[config.mk]
export PLATFORM = sky130hd
export DESIGN_NAME = uart_os_rx
export DESIGN_NICKNAME = d
export VERILOG_FILES = /design/src/rtl/uart_rx_pkg.sv /design/src/rtl/uart_rx_sync.sv /design/src/rtl/uart_rx_timing.sv /design/src/rtl/uart_rx_frame.sv /design/src/rtl/uart_os_rx.sv
export SDC_FILE = /design/constraint.sdc
export NUM_CORES = 1
export LEC_CHECK = 0
export ABC_AREA = 1
export CORE_AREA = 2 2 92 94
export DETAILED_ROUTE_END_ITERATION = 8
export DIE_AREA = 0 0 94 96
export DONT_BUFFER_PORTS = 1
export PLACE_DENSITY = 0.51
export RECOVER_POWER = 100
export SETUP_SLACK_MARGIN = 0.02
export SKIP_CTS_REPAIR_TIMING = 1
export SLEW_MARGIN = 20
export SYNTH_ARGS = -nofsm -noshare
export SYNTH_HDL_FRONTEND = slang
export SYNTH_SLANG_ARGS = --single-unit
[constraint.sdc]
create_clock -name clk -period 2.4 [get_ports clk]
set_input_delay 0.12 -clock clk [delete_from_list [all_inputs] [get_ports clk]]
set_output_delay 0.12 -clock clk [all_outputs]
set_load 0.01 [all_outputs]
[src/rtl/uart_rx_pkg.sv]
package uart_rx_pkg;

  typedef enum logic [1:0] {
    ST_HUNT = 2'd0,
    ST_DATA = 2'd1,
    ST_PAR  = 2'd2,
    ST_STOP = 2'd3
  } rx_state_e;

  // parity selection: bit 2 set disables the parity bit entirely
  localparam int PM_NONE_BIT = 2;

  function automatic logic par_expect(input logic [1:0] kind, input logic ones_odd);
    logic r;
    case (kind)
      2'd0:    r = ones_odd;      // even: total ones must be even
      2'd1:    r = ~ones_odd;     // odd
      2'd2:    r = 1'b0;          // forced low
      default: r = 1'b1;          // forced high
    endcase
    return r;
  endfunction

endpackage

[src/rtl/uart_rx_sync.sv]
module uart_rx_sync #(
  parameter int STAGES = 2
) (
  input  logic clk,
  input  logic rst,
  input  logic din,
  output logic dout
);
  logic [STAGES-1:0] pipe_q;

  always_ff @(posedge clk) begin
    if (rst) pipe_q <= '1;
    else     pipe_q <= {pipe_q[STAGES-2:0], din};
  end

  assign dout = pipe_q[STAGES-1];
endmodule

[src/rtl/uart_rx_timing.sv]
module uart_rx_timing #(
  parameter int OS_HI = 16,
  parameter int OS_LO = 8
) (
  input  logic clk,
  input  logic rst,
  input  logic samp_en,
  input  logic os8,
  input  logic line,
  input  logic hunt,
  output logic start_stb,
  output logic bit_stb
);
  localparam int CW = $clog2(OS_HI);
  localparam logic [CW-1:0] FULL_HI = CW'(OS_HI - 1);
  localparam logic [CW-1:0] FULL_LO = CW'(OS_LO - 1);
  localparam logic [CW-1:0] HALF_HI = CW'(OS_HI / 2 - 1);
  localparam logic [CW-1:0] HALF_LO = CW'(OS_LO / 2 - 1);

  logic [CW-1:0] cnt_q;
  logic [CW-1:0] full_m1, half_m1;

  assign full_m1   = os8 ? FULL_LO : FULL_HI;
  assign half_m1   = os8 ? HALF_LO : HALF_HI;
  assign start_stb = samp_en && hunt && !line && (cnt_q == half_m1);
  assign bit_stb   = samp_en && !hunt && (cnt_q == full_m1);

  // one counter serves both start qualification and bit spacing
  always_ff @(posedge clk) begin
    if (rst) begin
      cnt_q <= '0;
    end else if (samp_en) begin
      if (hunt) begin
        if (line || start_stb) cnt_q <= '0;
        else                   cnt_q <= cnt_q + 1'b1;
      end else begin
        if (bit_stb) cnt_q <= '0;
        else         cnt_q <= cnt_q + 1'b1;
      end
    end
  end
endmodule

[src/rtl/uart_rx_frame.sv]
module uart_rx_frame
  import uart_rx_pkg::*;
#(
  parameter int MAXW = 9,
  localparam int IW = $clog2(MAXW + 1)
) (
  input  logic            clk,
  input  logic            rst,
  input  logic            line,
  input  logic            start_stb,
  input  logic            bit_stb,
  input  logic [IW-1:0]   nbits_in,
  input  logic            msbf_in,
  input  logic [2:0]      pmode_in,
  output logic            hunt,
  output logic            done,
  output logic [MAXW-1:0] data,
  output logic            par_bad
);
  rx_state_e      st_q;
  logic [IW-1:0]  idx_q, nb_q, pos;
  logic           msbf_q, par_q;
  logic [2:0]     pm_q;
  logic [MAXW-1:0] data_q;

  assign pos = msbf_q ? (nb_q - 1'b1 - idx_q) : idx_q;

  always_ff @(posedge clk) begin
    if (rst) begin
      st_q   <= ST_HUNT;
      idx_q  <= '0;
      nb_q   <= IW'(MAXW - 1);
      msbf_q <= 1'b0;
      pm_q   <= 3'b100;
      par_q  <= 1'b0;
      data_q <= '0;
    end else begin
      case (st_q)
        ST_HUNT: if (start_stb) begin
          st_q   <= ST_DATA;
          idx_q  <= '0;
          data_q <= '0;
          nb_q   <= nbits_in;
          msbf_q <= msbf_in;
          pm_q   <= pmode_in;
        end
        ST_DATA: if (bit_stb) begin
          for (int i = 0; i < MAXW; i++)
            if (pos == IW'(i)) data_q[i] <= line;
          idx_q <= idx_q + 1'b1;
          if (idx_q == nb_q - 1'b1)
            st_q <= pm_q[PM_NONE_BIT] ? ST_STOP : ST_PAR;
        end
        ST_PAR: if (bit_stb) begin
          par_q <= line;
          st_q  <= ST_STOP;
        end
        default: if (bit_stb) st_q <= ST_HUNT;
      endcase
    end
  end

  assign hunt    = (st_q == ST_HUNT);
  assign done    = (st_q == ST_STOP) && bit_stb;
  assign data    = data_q;
  assign par_bad = !pm_q[PM_NONE_BIT] && (par_q != par_expect(pm_q[1:0], ^data_q));
endmodule

[src/rtl/uart_os_rx.sv]
module uart_os_rx #(
  parameter int OS_HI     = 16,
  parameter int OS_LO     = 8,
  parameter int SYNC_STG  = 2,
  parameter int MAXW      = 9
) (
  input  logic            clk,
  input  logic            rst,
  input  logic            samp_en,
  input  logic            rxd,
  input  logic            os8_sel,
  input  logic [1:0]      char_len,
  input  logic            nine_bit,
  input  logic            msb_first,
  input  logic [2:0]      par_mode,
  input  logic            rd_ack,
  output logic [MAXW-1:0] rx_data,
  output logic            rx_valid,
  output logic            par_err,
  output logic            frm_err,
  output logic            ovr_err
);
  localparam int IW = $clog2(MAXW + 1);

  logic line, hunt, start_stb, bit_stb, done, par_bad, pend_q;
  logic [IW-1:0]   nbits;
  logic [MAXW-1:0] fdata;

  assign nbits = nine_bit ? IW'(MAXW) : IW'(5) + IW'(char_len);

  uart_rx_sync #(.STAGES(SYNC_STG)) u_sync (
    .clk(clk), .rst(rst), .din(rxd), .dout(line)
  );

  uart_rx_timing #(.OS_HI(OS_HI), .OS_LO(OS_LO)) u_timing (
    .clk(clk), .rst(rst), .samp_en(samp_en), .os8(os8_sel), .line(line),
    .hunt(hunt), .start_stb(start_stb), .bit_stb(bit_stb)
  );

  uart_rx_frame #(.MAXW(MAXW)) u_frame (
    .clk(clk), .rst(rst), .line(line), .start_stb(start_stb), .bit_stb(bit_stb),
    .nbits_in(nbits), .msbf_in(msb_first), .pmode_in(par_mode),
    .hunt(hunt), .done(done), .data(fdata), .par_bad(par_bad)
  );

  always_ff @(posedge clk) begin
    if (rst) begin
      rx_data  <= '0;
      rx_valid <= 1'b0;
      par_err  <= 1'b0;
      frm_err  <= 1'b0;
      ovr_err  <= 1'b0;
      pend_q   <= 1'b0;
    end else begin
      rx_valid <= done;
      if (done) begin
        rx_data <= fdata;
        par_err <= par_bad;
        frm_err <= !line;
        ovr_err <= pend_q && !rd_ack;
        pend_q  <= 1'b1;
      end else if (rd_ack) begin
        pend_q  <= 1'b0;
      end
    end
  end
endmodule

==> summary.md <==
| Metric | Value |
|---|---|
| Status | `finished with violations` |
| Failing checks | `negative hold slack` |
| Total GRT Usage | `0.119` |
| Period minus WS final | `2160 ps` |
| Cell taking the most area after synthesis | `dfxtp_1` |
| Routed length per placed instance | `11.4 um` |
| IO Port Bufs | `0` |
| Post-synth top cells | `nand2_1 (77), dfxtp_1 (44), inv_1 (39), nor2_1 (34), a21oi_1 (33)` |
| Async S/R FF share, synth | `0` |
| Initial drt markers | `62` |
| Cell Int Power | `1.12 mW` |
| Syn_nets | `362` |
| CORE AREA | `roughly 8100 um^2` |
| Crit path cell chain | `inv_1 > ha_1 > fa_1 > xor2_1 > o21ai_2 > inv_1 > nand4_1 > nand2_1 > nand3_1 > nand2_1 > nor2_1` |
| Largest net degree at the start of global routing | `32` |
| Gr ovfl total | `0` |
| Clk_lat worst skew | `between 200 and 300 ps` |
| Sw Share | `0.201` |
| Placed insts | `between 400 and 500` |
| Die width | `94 um` |
| Clk pin slew, worst setup/hold paths | `90 ps` |
| Initial antenna violation count | `0` |
| Min Hold Slack | `-1.03 ps` |
| Pre-Repair DR Iteration Count | `4` |
| H-tree depth | `2` |
| Cell Area, Synth | `2340 um^2` |
| Final Util | `0.328` |
| Setup_tns | `0 ps` |
| Clock Skew | `about 13 ps` |
| Synth-to-layout area growth | `12.8%` |
| Final Instance Count excl. Fillers | `about 450` |
| Dpl hpwl | `3740 um` |
| Hold/Removal Path Class | `input port to register` |
| Slew Viols, Final | `0` |
| Sinks on Clock Net | `44` |
| Worst VDD drop | `~0.00039 V` |
| Distinct cells, synth | `29` |
| Seq/Total Area, Yosys | `0.376` |
| Crit Path Max Fanout | `6` |
| Top-level I/O count | `26` |
| Area contributors post-synth | `dfxtp_1 (38%), nand2_1 (12%), a21oi_1 (7.1%)` |
| Arr. time, crit path | `2400 ps` |
| Vias in the first global route | `1,868` |
| Net switching power | `281 uW` |
| Synth warn | `0` |
| Pleak | `between 1 and 1.5 nW` |
| Root buf cell | `clkbuf_8` |
| FILL cells | `891` |
| Post-synthesis cell count | `337` |
| First-pass GRT wire length | `8540 um` |
| CP Buf/Inv Count | `2` |
| Post-Syn Area per Cell | `6.95 um^2` |
| Fin crit share | `0.901` |
| Vias after detailed routing | `1,998` |
| Least-Margin Pin Slew | `530 ps` |
| Max Fclk | `462 MHz` |
| RSZ-0062 raised after global routing | `true` |
| Routability cong. | `0.769` |
| DRC viols | `0` |
| Synth Flop Type | `dfxtp_1` |
| Initial Util | `0.291` |
| Comb power frac | `0.029` |
| Clock Path Buffers | `2` |
| Crit Path Category | `register to register` |
| Layout Nets | `371` |
| # diodes | `0` |
| Most numerous cell in the Yosys netlist | `nand2_1` |
| Vias per inst | `between 4 and 5` |
| CP max stage cell | `fa_1` |
| Power Density | `529 nW/um^2` |
| WP data required | `roughly 2600 ps` |
| Cts bufs inserted | `5` |
| Remaining antenna violation count | `0` |
| Layout cell share with drive strength beyond 1 | `0.0634` |
| Seq cells post-synth | `44` |
| Max incr delay on CP | `between 400 and 500 ps` |
| Flop pwr share | `0.525` |
| Final setup fails | `0` |
| Share of the synthesized area in the top cell type | `0.376` |
| Clock share of power | `0.446` |
| MaxCap Viol Count | `0` |
| Post-synth EDFFs | `0` |
| CP Capture Type | `register` |
| Tot Pwr | `1.40 mW` |
| CTS tree | `done` |
| Core Rows | `33` |
| Final Hold Viols | `1` |
| Worst Setup Start Kind | `register` |
| Final wirelength | `5150 um` |
| Worst path top cell family by delay | `adder cells` |
| Die Y | `96 um` |
| Slew Limit Headroom | `0.647` |
| Die area | `9020 um^2` |
layer usage:
layer  vias to the layer above  wire length, um  global-route usage
li1                       1109                -                   -
met1                       861             2650               0.156
met2                        28             2290               0.201
met3                         0              218              0.0305
met4                         0                0              0.0181
met5                         -                0                   0
worst reg2reg max path, cell delays in order, from the launching register on:
cell     delay (ps)
dfxtp_1         380
inv_1            70
ha_1            330
fa_1            410
xor2_1          160
o21ai_2         220
inv_1           130
nand4_1         110
nand2_1          80
nand3_1          70
nand2_1          60
nor2_1          100
final timing paths:
kind	start	to	slack, ps	cells after the start
hold reg to reg	u_sync.pipe_q[0]	u_sync.pipe_q[1]	410	1
setup / recovery	u_frame.nb_q[0]	u_frame.data[3]	240	11
setup reg to reg	u_frame.nb_q[0]	u_frame.data[3]	240	11
hold / removal	rst	u_timing.cnt_q[2]	-1	3
cell usage in the layout, fill, tap and decap left out:
cell type | Yosys | routed
dlygate4sd3_1 | 0 | 6
bufinv_16 | 0 | 1
nand2_1 | 77 | 78
fa_1 | 1 | 1
o21ai_0 | 23 | 24
buf_4 | 2 | 3
nor3_1 | 5 | 5
nand3_1 | 23 | 24
inv_2 | 3 | 2
clkbuf_2 | 0 | 1
nand2_4 | 1 | 1
nor2_1 | 34 | 34
nor2_2 | 2 | 2
nand3_4 | 0 | 1
clkbuf_8 | 0 | 7
clkbuf_1 | 5 | 2
o211ai_1 | 1 | 1
dfxtp_1 | 44 | 44
a21oi_1 | 33 | 33
inv_1 | 39 | 40
and3_1 | 1 | 1
a211oi_1 | 1 | 1
nand3b_1 | 1 | 1
or2_2 | 2 | 2
nand4_1 | 9 | 9
a31oi_1 | 1 | 1
o21ai_2 | 0 | 2
ha_1 | 11 | 11
xnor2_1 | 1 | 1
xor2_1 | 8 | 8
layout make-up:
cell class / count / area (um^2) / area share
repair buffers: 12 / 95.1 / 0.0360
multi-input cells: 241 / 1250 / 0.473
inverters: 42 / 158 / 0.0597
well taps: 105 / 131 / 0.0497
clock inverters: 1 / 30.0 / 0.0114
clock buffers: 7 / 96.3 / 0.0365
flip-flops and latches: 44 / 881 / 0.333
sequential cells by signal (all words and copies together) (netlist names):
name            cells
rx_data             9
u_frame.data        9
u_frame.idx_q       4
u_frame.nb_q        4
u_timing.cnt_q      4
u_frame.pm_q        3
u_frame.st_q        2
u_sync.pipe_q       2
frm_err             1
ovr_err             1
par_err             1
pend_q              1
rx_valid            1
u_frame.msbf_q      1
u_frame.par_q       1
power by group through the flow:
stage / sequential (mW) / clock (mW) / combinational [mW]
floorplan: 0.751 / 0 / 0.0243
global route: 0.734 / 0.663 / 0.0467
global placement: 0.751 / 0 / 0.0306
CTS: 0.734 / 0.640 / 0.0309
detailed placement: 0.751 / 0 / 0.0308
finish: 0.734 / 0.624 / 0.0404
cell families after synthesis:
logic type                 share of synthesized area
and+or+nand+nor                                0.294
xor gates and xnor gates                      0.0337
adders and majority gates                     0.0673
buffers and inverters                         0.0930
AOI/OAI and AO/OA                              0.135
DFF                                            0.376
per-stage QoR:
stage / worst slack, ps / instance area, um^2
after floorplan: 298 / 2340
after global placement: 172 / 2450
after detailed placement: 113 / 2450
after CTS: 98.1 / 2580
after global routing: 12.4 / 2640
final: 237 / 2640
(Power assumes the default switching activity.)
